File: src/rtl/mseq_pkg.sv
package mseq_pkg;

    localparam int ADDR_W = 6;
    localparam int COND_W = 2;
    localparam int SEL_W  = 2;
    localparam int CTRL_W = 8;
    localparam int DEPTH  = 1 << ADDR_W;
    localparam int NSEL   = 1 << SEL_W;

    typedef struct packed {
        logic [ADDR_W-1:0] nxt;
        logic [SEL_W-1:0]  sel;
        logic [CTRL_W-1:0] ctrl;
    } mseq_word_t;

    // Program image: blocks of 2**COND_W words; each block head branches
    // with a select code taken from its block index, other words fall through.
    function automatic mseq_word_t mseq_prog(input logic [ADDR_W-1:0] a);
        mseq_word_t w;
        logic [ADDR_W-1:0] blk;
        blk    = ADDR_W'((a >> COND_W) + 1);
        w.nxt  = ADDR_W'(blk << COND_W);
        w.sel  = (a[COND_W-1:0] == '0) ? SEL_W'(a >> COND_W) : '0;
        w.ctrl = CTRL_W'(a * 37 + 11);
        return w;
    endfunction

endpackage

File: src/rtl/mseq_cond_mux.sv
module mseq_cond_mux
    import mseq_pkg::*;
(
    input  logic [SEL_W-1:0]  sel,
    input  logic [COND_W-1:0] cond,
    output logic [COND_W-1:0] mask
);

    logic [COND_W-1:0] opts [NSEL];

    assign opts[0] = '0;

    for (genvar k = 1; k < NSEL; k++) begin : g_opt
        if (k <= COND_W) begin : g_single
            assign opts[k] = COND_W'(cond[k-1]);
        end else begin : g_all
            assign opts[k] = cond;
        end
    end

    assign mask = opts[sel];

endmodule

File: src/rtl/mseq_rom.sv
module mseq_rom
    import mseq_pkg::*;
(
    input  logic              clk,
    input  logic              rst,
    input  logic              ce,
    input  logic [ADDR_W-1:0] raddr,
    output mseq_word_t        q
);

    always_ff @(posedge clk) begin
        if (rst) begin
            q <= mseq_prog('0);
        end else if (ce) begin
            q <= mseq_prog(raddr);
        end
    end

endmodule

File: src/rtl/mseq_core.sv
module mseq_core
    import mseq_pkg::*;
(
    input  logic              clk,
    input  logic              rst,
    input  logic              clk_locked,
    input  logic [COND_W-1:0] cond_i,
    output logic [CTRL_W-1:0] ctrl_o,
    output logic [ADDR_W-1:0] addr_o
);

    mseq_word_t        rom_q;
    logic [COND_W-1:0] br_mask;
    logic [ADDR_W-1:0] nxt_addr;
    logic [ADDR_W-1:0] addr_q;
    logic [SEL_W-1:0]  cur_sel;
    logic [ADDR_W-1:0] cur_nxt;

    assign cur_sel = rom_q.sel;
    assign cur_nxt = rom_q.nxt;

    mseq_cond_mux u_mux (
        .sel  (cur_sel),
        .cond (cond_i),
        .mask (br_mask)
    );

    assign nxt_addr = cur_nxt | ADDR_W'(br_mask);

    mseq_rom u_rom (
        .clk   (clk),
        .rst   (rst),
        .ce    (clk_locked),
        .raddr (nxt_addr),
        .q     (rom_q)
    );

    always_ff @(posedge clk) begin
        if (rst) begin
            addr_q <= '0;
        end else if (clk_locked) begin
            addr_q <= nxt_addr;
        end
    end

    assign addr_o = addr_q;
    assign ctrl_o = rom_q.ctrl;

endmodule

File: config.mk
export PLATFORM = sky130hd
export DESIGN_NAME = mseq_core
export DESIGN_NICKNAME = d
export VERILOG_FILES = /design/src/rtl/mseq_pkg.sv /design/src/rtl/mseq_cond_mux.sv /design/src/rtl/mseq_rom.sv /design/src/rtl/mseq_core.sv
export SDC_FILE = /design/constraint.sdc
export NUM_CORES = 1
export LEC_CHECK = 0
export CAP_MARGIN = 40
export CORE_ASPECT_RATIO = 0.9
export CORE_UTILIZATION = 59
export CTS_BUF_LIST = sky130_fd_sc_hd__clkbuf_8
export CTS_CLUSTER_DIAMETER = 60
export DETAILED_ROUTE_END_ITERATION = 10
export PLACE_DENSITY = 0.9
export SLEW_MARGIN = 0
export SYNTH_ARGS = -nofsm -noshare
export SYNTH_HDL_FRONTEND = slang
export SYNTH_SLANG_ARGS = --single-unit
File: constraint.sdc
create_clock -name clk -period 4.8 [get_ports clk]
set_clock_uncertainty 0.15 [all_clocks]
set_input_delay 0.72 -clock clk [delete_from_list [all_inputs] [get_ports clk]]
set_output_delay 0.72 -clock clk [all_outputs]
set_load 0.005 [all_outputs]
==> results of run 1 <==
final timing paths:
path	endpoint	slack, ps
worst max-delay path	u_rom.q[7]$_SDFFE_PP0P_	1080
worst min-delay path	u_rom.q[0]$_SDFFE_PP1P_	300
worst max register to register	u_rom.q[7]$_SDFFE_PP0P_	1620
worst min register to register	u_rom.q[0]$_SDFFE_PP1P_	300
synth_stat cells, drive strengths merged:
master / number
a211oi: 2
nor2: 13
dfxtp: 20
nand3: 4
clkbuf: 2
a31oi: 1
nand2: 5
inv: 7
nor2b: 1
nand4: 1
xnor2: 8
ha: 19
o21a: 2
buf: 11
or2: 1
o22ai: 1
xnor3: 1
mux2i: 8
xor2: 2
nand2b: 6
o21ai: 4
a21oi: 7
fa: 2
sequential cells by signal, summed over array words and instances (netlist names):
name / count
addr_o: 6
u_rom.q: 14
routing by layer:
layer	vias up	part of all wire, %	GRT usage (%)	wire [µm]
li1	439	-	-	-
met1	399	45	26.4	1020
met2	21	50	41.6	1140
met3	2	3.8	8.75	85
met4	0	0.62	8.00	14
met5	-	0	0	0
final cells by class:
cell class,count,share of cell area [%]
inverters,7,1.81
clock buffers,3,2.84
well taps,25,2.16
multi-input cells,88,49.2
repair buffers,19,14.3
clock inverters,1,2.07
flip-flops and latches,20,27.6
placed cells by master (no fill, tap or decap):
cell,instances
a211oi_1,1
a211oi_2,1
a21oi_1,7
a31oi_1,1
buf_16,1
bufinv_16,1
clkbuf_8,3
clkdlybuf4s50_1,18
dfxtp_1,20
fa_1,2
ha_1,19
inv_1,7
mux2i_1,8
nand2_1,5
nand2b_1,6
nand3_1,4
nand4_1,1
nor2_1,13
nor2b_1,1
o21a_1,2
o21ai_0,4
o22ai_1,1
or2_2,1
xnor2_1,8
xnor3_1,1
xor2_1,2
worst max-delay path, delay by kind of cell:
kind | cells | cell delay [ps]
buf+inv | 4 | 690
xor+xnor | 1 | 250
fa+ha+maj | 4 | 1460
compound gates | 2 | 380
simple gates | 2 | 240
power by group:
part | total, mW | internal, mW | leakage, nW | switching, mW
registers | 0.193 | 0.180 | 0.164 | 0.0127
logic | 0.123 | 0.0666 | 0.449 | 0.0563
clock network | 0.169 | 0.111 | 0.0357 | 0.0576
total | 0.485 | 0.358 | 0.649 | 0.127
cell families after synthesis:
| family | count (synthesis) | share of synthesized area, % |
|---|---|---|
| and+or+nand+nor | 31 | 11.8 |
| adders and majority gates | 21 | 22.7 |
| buffers and inverters | 20 | 8.80 |
| DFF | 20 | 32.8 |
| AOI/OAI and AO/OA | 17 | 8.39 |
| xor gates and xnor gates | 11 | 9.01 |
| muxes | 8 | 6.55 |
==> impl_metrics.env, run 1 <==
export IMPL_outcome="finished clean"
export IMPL_grt_pass1_wl_mm=3.80
export IMPL_drtIter0Drc=13
export IMPL_cp_data_arrival_time_ps=3750
export IMPL_min_path_type="reg -> reg"
export IMPL_htree_levels=1
export IMPL_insertion_delay_ps=260
export IMPL_required_ps=4830
export IMPL_cts_sinks=20
export IMPL_post_cts_buffers=0
export IMPL_power_leakage_nw=0.649
export IMPL_cts_buffers_inserted=3
export IMPL_fin_crit_sh_pct=77.4
export IMPL_powerDensity_mw_per_mm2=334
export IMPL_syn_area_mm2=0.00122
export IMPL_worst_pin_slew_ps=693
export IMPL_min_from="u_rom.q[0]$_SDFFE_PP1P_"
export IMPL_crit_fanout=5
export IMPL_cts_buffer_depth=2
export IMPL_seqCellArea_um2=400
export IMPL_final_cell_area_mm2=0.00145
export IMPL_drcViolationCount=0
export IMPL_routed_via_density=5.28
export IMPL_worstSetupStartpointType="input port"
export IMPL_setup_violations=0
export IMPL_critPathLaunch="cond_i[1]"
export IMPL_fin_nets=165
export IMPL_antenna_found_initial=0
export IMPL_diodes=0
export IMPL_synth_largest_area_cell="dfxtp_1"
export IMPL_via_count=861
export IMPL_cts_root_buffer="clkbuf_8"
export IMPL_max_freq_mhz=269
export IMPL_final_cells=163
export IMPL_ioPinCount=19
export IMPL_fillers=140
export IMPL_whs_ps=301
export IMPL_rsz0062_at_grt="no"
export IMPL_worstSetupEndpointType="register"
export IMPL_wl_per_cell_um=13.9
export IMPL_die_h_um=45.2
export IMPL_cts_tree="yes"
export IMPL_portBuffers=18
export IMPL_initial_core_util_pct=63.2
export IMPL_grt_pass1_vias=831
export IMPL_path_cells="clkdlybuf4s50_1 > nand3_1 > inv_1 > ha_1 > inv_1 > fa_1 > inv_1 > ha_1 > ha_1 > nand2_1 > o21ai_0 > xnor3_1 > a211oi_2"
export IMPL_finalPower_mw=0.485
export IMPL_multiInputGateArea_um2=714
export IMPL_seq_area_frac_synth_pct=32.8
export IMPL_drt_total_wl_mm=2.26
export IMPL_synthTopCellsByArea="dfxtp_1 33%, ha_1 19%, mux2i_1 6.6%"
export IMPL_row_count=15
export IMPL_path_class="in -> reg"
export IMPL_slew_viol_final=0
export IMPL_relSlewSlack_pct=53.7
export IMPL_core_area_mm2=0.00193
export IMPL_hold_depth=2
export IMPL_synth_top_area_share_pct=32.8
export IMPL_post_dp_cell_area_mm2=0.00138
export IMPL_syn_nets=154
export IMPL_track_usage_pct=23.6
export IMPL_cap_viol_max_count=0
export IMPL_post_place_ws_ps=823
export IMPL_avgSynthCellArea_um2=9.55
export IMPL_dpl_cell_count=159
export IMPL_dr_pass1_iters=4
export IMPL_syn_to_final_growth_pct=18.7
export IMPL_finalCoreUtilization_pct=75.1
export IMPL_grt_max_degree=21
export IMPL_worst_slack_ps=1080
export IMPL_ant_nets=0
export IMPL_cpMaxStageDelayCell="fa_1"
export IMPL_r2r_start="u_rom.q[8]$_SDFFE_PP0P_"
export IMPL_synth_seq_cells=20
export IMPL_hold_viol_final=0
export IMPL_reg2reg_depth=12
export IMPL_clk_pin_slew_ps=80
export IMPL_grt_overflow=0
export IMPL_drive_above_1_share_pct=5.07
export IMPL_finalCriticalPeriod_ps=3720
export IMPL_synth_cell_types=26
export IMPL_die_w_um=50.0
export IMPL_dpl_hpwl_mm=1.67
export IMPL_place_congestion=0.775
export IMPL_peakVddDrop_v=0.000306
export IMPL_cts_resized=0
export IMPL_syn_instance_count=128
export IMPL_die_area_mm2=0.00226
export IMPL_max_stage_delay_ps=530
export IMPL_yosysWarnings=0
export IMPL_holdBufCountCts=0
export IMPL_setup_tns_final_ps=0
Power figures use the tool's default switching activity.
==> inputs of run 2 (changes only) <==
CORE_UTILIZATION = 55   (was 59)
PLACE_DENSITY = 0.85   (was 0.9)
clock period = 3.7 ns   (was 4.8 ns; I/O delays follow)
==> run 2 against run 1 <==
Effect of this change: register-to-register slack got worse by 980 ps; combinational power rose by 33%; hold slack improved by 6.6 ps; final area rose by 1.0%; power rose by 31%; flip-flop and latch count did not move; via count rose by 7.9%; first-iteration DRC count fell by 7.7%; global-route usage rose by 1.9 points; sequential share of layout area fell by 0.28 points; critical path depth rose by 1; non-clock buffer count rose by 2; critical path type unchanged; highest routed layer unchanged.
==> impl_metrics.env, run 2 (synthesis gave the netlist of run 1 again) <==
export IMPL_cts_sinks=20
export IMPL_die_w_um=51.7
export IMPL_place_congestion=0.761
export IMPL_drcViolationCount=0
export IMPL_wl_met1_mm=1.04
export IMPL_cap_viol_max_count=0
export IMPL_grt_pass1_wl_mm=4.26
export IMPL_wl_met3_um=139
export IMPL_cts_tree="yes"
export IMPL_via_count=929
export IMPL_setup_tns_final_ps=0
export IMPL_wl_per_cell_um=15.1
export IMPL_outcome="finished clean"
export IMPL_worstSetupEndpointType="register"
export IMPL_dr_pass1_iters=4
export IMPL_portBuffers=18
export IMPL_core_area_mm2=0.00201
export IMPL_cts_root_buffer="clkbuf_8"
export IMPL_powerDensity_mw_per_mm2=433
export IMPL_insertion_delay_ps=260
export IMPL_min_path_type="reg -> reg"
export IMPL_routed_via_density=5.63
export IMPL_dpl_cell_count=161
export IMPL_peakVddDrop_v=0.000330
export IMPL_hold_viol_final=0
export IMPL_max_freq_mhz=286
export IMPL_post_cts_buffers=0
export IMPL_r2r_setup_slack_ps=640
export IMPL_diodes=0
export IMPL_holdBufCountCts=0
export IMPL_path_class="in -> reg"
export IMPL_worstSetupStartpointType="input port"
export IMPL_ant_nets=0
export IMPL_grt_overflow=0
export IMPL_worst_pin_slew_ps=705
export IMPL_cp_data_arrival_time_ps=3520
export IMPL_grt_max_degree=21
export IMPL_ioPinCount=19
export IMPL_htree_levels=1
export IMPL_largest_register="u_rom.q"
export IMPL_power_leakage_nw=0.659
export IMPL_fin_crit_sh_pct=94.3
export IMPL_relSlewSlack_pct=52.8
export IMPL_syn_to_final_growth_pct=20.0
export IMPL_slew_viol_final=0
export IMPL_drtIter0Drc=12
export IMPL_grt_pass1_vias=948
export IMPL_top_layer_used="met4"
export IMPL_drt_total_wl_mm=2.48
export IMPL_wl_met2_mm=1.26
export IMPL_dpl_hpwl_mm=1.76
export IMPL_die_area_mm2=0.00242
export IMPL_cts_buffer_depth=2
export IMPL_finalCriticalPeriod_ps=3490
export IMPL_r2r_start="u_rom.q[8]$_SDFFE_PP0P_"
export IMPL_row_count=15
export IMPL_fin_nets=167
export IMPL_largest_reg_flops=14
export IMPL_drive_above_1_share_pct=6.43
export IMPL_final_cells=165
export IMPL_track_usage_pct=25.5
export IMPL_cts_buffers_inserted=3
export IMPL_most_common_layout_cells="20 x dfxtp_1, 19 x ha_1, 18 x clkdlybuf4s50_1"
export IMPL_required_ps=3730
export IMPL_antenna_found_initial=0
export IMPL_cts_resized=0
export IMPL_reg2reg_depth=13
export IMPL_cp_endpoint="u_rom.q[7]$_SDFFE_PP0P_"
export IMPL_die_h_um=46.7
export IMPL_critPathLaunch="cond_i[1]"
export IMPL_rsz0062_at_grt="no"
export IMPL_worstReg2RegEnd="u_rom.q[7]$_SDFFE_PP0P_"
export IMPL_clk_pin_slew_ps=70
export IMPL_crit_fanout=3
export IMPL_initial_core_util_pct=60.9
export IMPL_final_common_cell="dfxtp_1"
export IMPL_setup_violations=0
-- run 2: layout make-up --
cell class              instances  area [µm²]
multi-input cells              88         714
fillers                       144         542
flip-flops and latches         20         400
repair buffers                 21         223
clock buffers                   3        41.3
well taps                      25        31.3
clock inverters                 1        30.0
inverters                       7        26.3
-- run 2: metal layers --
layer,track usage [%],up-vias
li1,-,450
met1,28.2,437
met2,46.0,34
met3,8.25,8
met4,10.3,0
met5,0,-
-- run 2: metrics by stage --
stage	total power [mW]	setup WS [ps]	area [µm²]	utilization (%)	hold WS, ps
after floorplan	0.368	558	1220	-	281
after global placement	0.401	86.0	1370	68.1	286
after detailed placement	0.414	-45.2	1400	69.5	292
after CTS	0.637	216	1470	73.0	310
after global routing	0.665	66.2	1470	73.0	322
final	0.635	210	1470	73.0	308
-- run 2: how the worst min path moves through the flow --
| stage | slack (ps) | endpoint | cells after the start | start |
|---|---|---|---|---|
| after floorplan | 280 | u_rom.q[0]$_SDFFE_PP1P_ | 2 | u_rom.q[0]$_SDFFE_PP1P_ |
| after global placement | 290 | addr_o[0]$_SDFFE_PP0P_ | 1 | addr_o[0]$_SDFFE_PP0P_ |
| after detailed placement | 290 | addr_o[0]$_SDFFE_PP0P_ | 1 | addr_o[0]$_SDFFE_PP0P_ |
| after CTS | 310 | addr_o[0]$_SDFFE_PP0P_ | 1 | addr_o[0]$_SDFFE_PP0P_ |
| after global routing | 320 | addr_o[0]$_SDFFE_PP0P_ | 1 | addr_o[0]$_SDFFE_PP0P_ |
| final | 310 | addr_o[0]$_SDFFE_PP0P_ | 1 | addr_o[0]$_SDFFE_PP0P_ |
-- run 2: power breakdown --
group          internal, mW  switching [mW]  total (mW)
registers             0.234          0.0167       0.250
logic                0.0877          0.0764       0.164
clock network         0.144          0.0757       0.220
total                 0.466           0.169       0.635
-- run 2: critical path: stages --
cell and delay [ps]:
clkdlybuf4s50_1 490, nand2_1 70, o21a_1 200, inv_1 120, ha_1 160, inv_1 50, fa_1 490, inv_1 40
ha_1 280, ha_1 340, nand2_1 70, o21ai_0 170, xnor3_1 260, a211oi_2 210
==> inputs of run 3 (changes only) <==
CORE_UTILIZATION = 52   (was 55)
CTS_BUF_LIST = sky130_fd_sc_hd__clkbuf_8 sky130_fd_sc_hd__clkbuf_16   (was sky130_fd_sc_hd__clkbuf_8)
PLACE_DENSITY = 0.82   (was 0.85)
==> run 3 against run 2 <==
Effect of this change: sequential power about the same; cell count increased by 1.2%; critical path type unchanged; power decreased by 1.9%; register-to-register slack got worse by 30 ps; largest power group unchanged; largest cell class unchanged.
==> impl_metrics.env, run 3 (synthesis gave the netlist of run 1 again) <==
export IMPL_outcome="finished clean"
export IMPL_insertion_delay_ps=260
export IMPL_whs_endpoint="u_rom.q[0]$_SDFFE_PP1P_"
export IMPL_r2r_setup_slack_ps=610
export IMPL_min_path_type="reg -> reg"
export IMPL_htree_levels=1
export IMPL_dpl_cell_count=163
export IMPL_seq_power_share_pct=40.1
export IMPL_rsz0062_at_grt="no"
export IMPL_track_usage_pct=20.4
export IMPL_crit_buf_inv=4
export IMPL_worst_pin_slew_ps=726
export IMPL_worst_slack_ps=204
export IMPL_fin_nets=167
export IMPL_power_switching_mw=0.160
export IMPL_largest_register="u_rom.q"
export IMPL_p_int_mw=0.462
export IMPL_finalPower_mw=0.623
export IMPL_routed_via_density=5.22
export IMPL_row_count=16
export IMPL_cap_viol_max_count=0
export IMPL_seqCellArea_um2=400
export IMPL_worstReg2RegEnd="u_rom.q[7]$_SDFFE_PP0P_"
export IMPL_pwr_share_clk_pct=34.8
export IMPL_holdBufCountCts=0
export IMPL_power_leakage_nw=0.651
export IMPL_cts_sinks=20
export IMPL_min_from="u_rom.q[0]$_SDFFE_PP1P_"
export IMPL_antenna_found_initial=0
export IMPL_max_freq_mhz=286
export IMPL_final_cells=167
export IMPL_reg2reg_depth=13
export IMPL_cp_top_family="adder cells"
export IMPL_hold_depth=2
export IMPL_final_common_cell="dfxtp_1"
export IMPL_crit_fanout=3
export IMPL_slew_viol_final=0
export IMPL_drive_above_1_share_pct=6.43
export IMPL_ioPinCount=19
export IMPL_ant_nets=0
export IMPL_fin_crit_sh_pct=94.5
export IMPL_required_ps=3720
export IMPL_syn_to_final_growth_pct=18.5
export IMPL_finalCriticalPeriod_ps=3500
export IMPL_worstSetupEndpointType="register"
export IMPL_relSlewSlack_pct=51.4
export IMPL_multiInputGateArea_um2=714
export IMPL_grt_pass1_vias=795
export IMPL_r2r_start="u_rom.q[9]$_SDFFE_PP0P_"
export IMPL_setup_violations=0
export IMPL_cpMaxStageDelayCell="fa_1"
export IMPL_cts_buffer_depth=2
export IMPL_core_area_mm2=0.00220
export IMPL_cts_buffers_inserted=3
export IMPL_cp_data_arrival_time_ps=3520
export IMPL_drtIter0Drc=5
export IMPL_grt_overflow=0
export IMPL_grt_pass1_wl_mm=3.61
export IMPL_post_cts_buffers=0
export IMPL_peakVddDrop_v=0.000398
export IMPL_cts_root_buffer="clkbuf_8"
export IMPL_dr_pass1_iters=2
export IMPL_finalCoreUtilization_pct=65.8
export IMPL_die_w_um=53.1
export IMPL_wl_per_cell_um=13.6
export IMPL_max_stage_delay_ps=510
export IMPL_comb_power_share_pct=25.1
export IMPL_post_place_ws_ps=-63.4
export IMPL_fillers=186
export IMPL_diodes=0
export IMPL_worstSetupStartpointType="input port"
export IMPL_place_congestion=0.825
export IMPL_die_area_mm2=0.00255
export IMPL_most_common_layout_cells="20 x dfxtp_1, 19 x ha_1, 18 x clkdlybuf4s50_1"
export IMPL_initial_core_util_pct=55.5
export IMPL_portBuffers=18
export IMPL_via_count=872
export IMPL_path_class="in -> reg"
export IMPL_die_h_um=48.0
export IMPL_path_cells="clkdlybuf4s50_1 > nand2_1 > o21a_1 > inv_1 > ha_1 > inv_1 > fa_1 > inv_1 > ha_1 > ha_1 > nand2_1 > o21ai_0 > xnor3_1 > a211oi_2"
export IMPL_p_sw_share_pct=25.7
export IMPL_final_cell_area_mm2=0.00145
export IMPL_largest_reg_flops=14
export IMPL_grt_max_degree=21
export IMPL_drcViolationCount=0
export IMPL_powerDensity_mw_per_mm2=430
export IMPL_dpl_hpwl_mm=1.60
export IMPL_post_dp_cell_area_mm2=0.00138
export IMPL_clk_pin_slew_ps=80
export IMPL_cts_tree="yes"
export IMPL_cp_depth=14
export IMPL_drt_total_wl_mm=2.27
export IMPL_cts_resized=0
export IMPL_hold_viol_final=0
==> run 3: cell counts in the layout (fill, tap and decap cells not counted) <==
Identical to the previous run, type by type.
==> run 3: power groups by stage <==
stage | clock network (mW) | registers, mW | logic [mW]
after CTS | 0.221 | 0.250 | 0.158
after detailed placement | 0 | 0.254 | 0.153
after global placement | 0 | 0.253 | 0.148
after global routing | 0.234 | 0.253 | 0.174
final | 0.217 | 0.249 | 0.156
after floorplan | 0 | 0.250 | 0.117
==> run 3: how the worst max path moves through the flow <==
stage,from,end,slack (ps)
6_report,cond_i[1],u_rom.q[7]$_SDFFE_PP0P_,200
5_1_grt,cond_i[1],u_rom.q[7]$_SDFFE_PP0P_,50
4_1_cts,cond_i[1],u_rom.q[7]$_SDFFE_PP0P_,200
3_5_place_dp,cond_i[1],u_rom.q[7]$_SDFFE_PP0P_,-60
3_3_place_gp,cond_i[1],u_rom.q[7]$_SDFFE_PP0P_,90
2_1_floorplan,cond_i[1],u_rom.q[7]$_SDFFE_PP0P_,560
==> run 3: per-layer routing <==
layer	up-vias	GRT usage, %	routed length (µm)
met5	-	0	0
met4	0	3.68	18
met3	4	6.35	88
met2	19	37.5	1100
met1	406	24.0	1060
li1	443	-	-
==> run 3: area by class of cell <==
class | instances | area share (%)
clock buffers | 3 | 2.85
clock inverters | 1 | 2.07
inverters | 7 | 1.81
multi-input cells | 88 | 49.3
flip-flops and latches | 20 | 27.6
well taps | 27 | 2.33
repair buffers | 21 | 14.0
==> run 3: worst reg2reg max path, delay by kind of cell (launching register included) <==
kind	cells	cell delay (ps)
and+or+nand+nor	2	120
adders and majority gates	4	1290
AOI/OAI and AO/OA	3	610
xor gates and xnor gates	1	260
DFF	1	370
buffers and inverters	3	210
==> run 3: through the flow <==
step | hold WS, ps | TNS (ps)
after floorplan | 281 | 0
after global placement | 287 | 0
after global routing | 328 | 0
after detailed placement | 293 | -63.4
final | 304 | 0
after CTS | 307 | 0
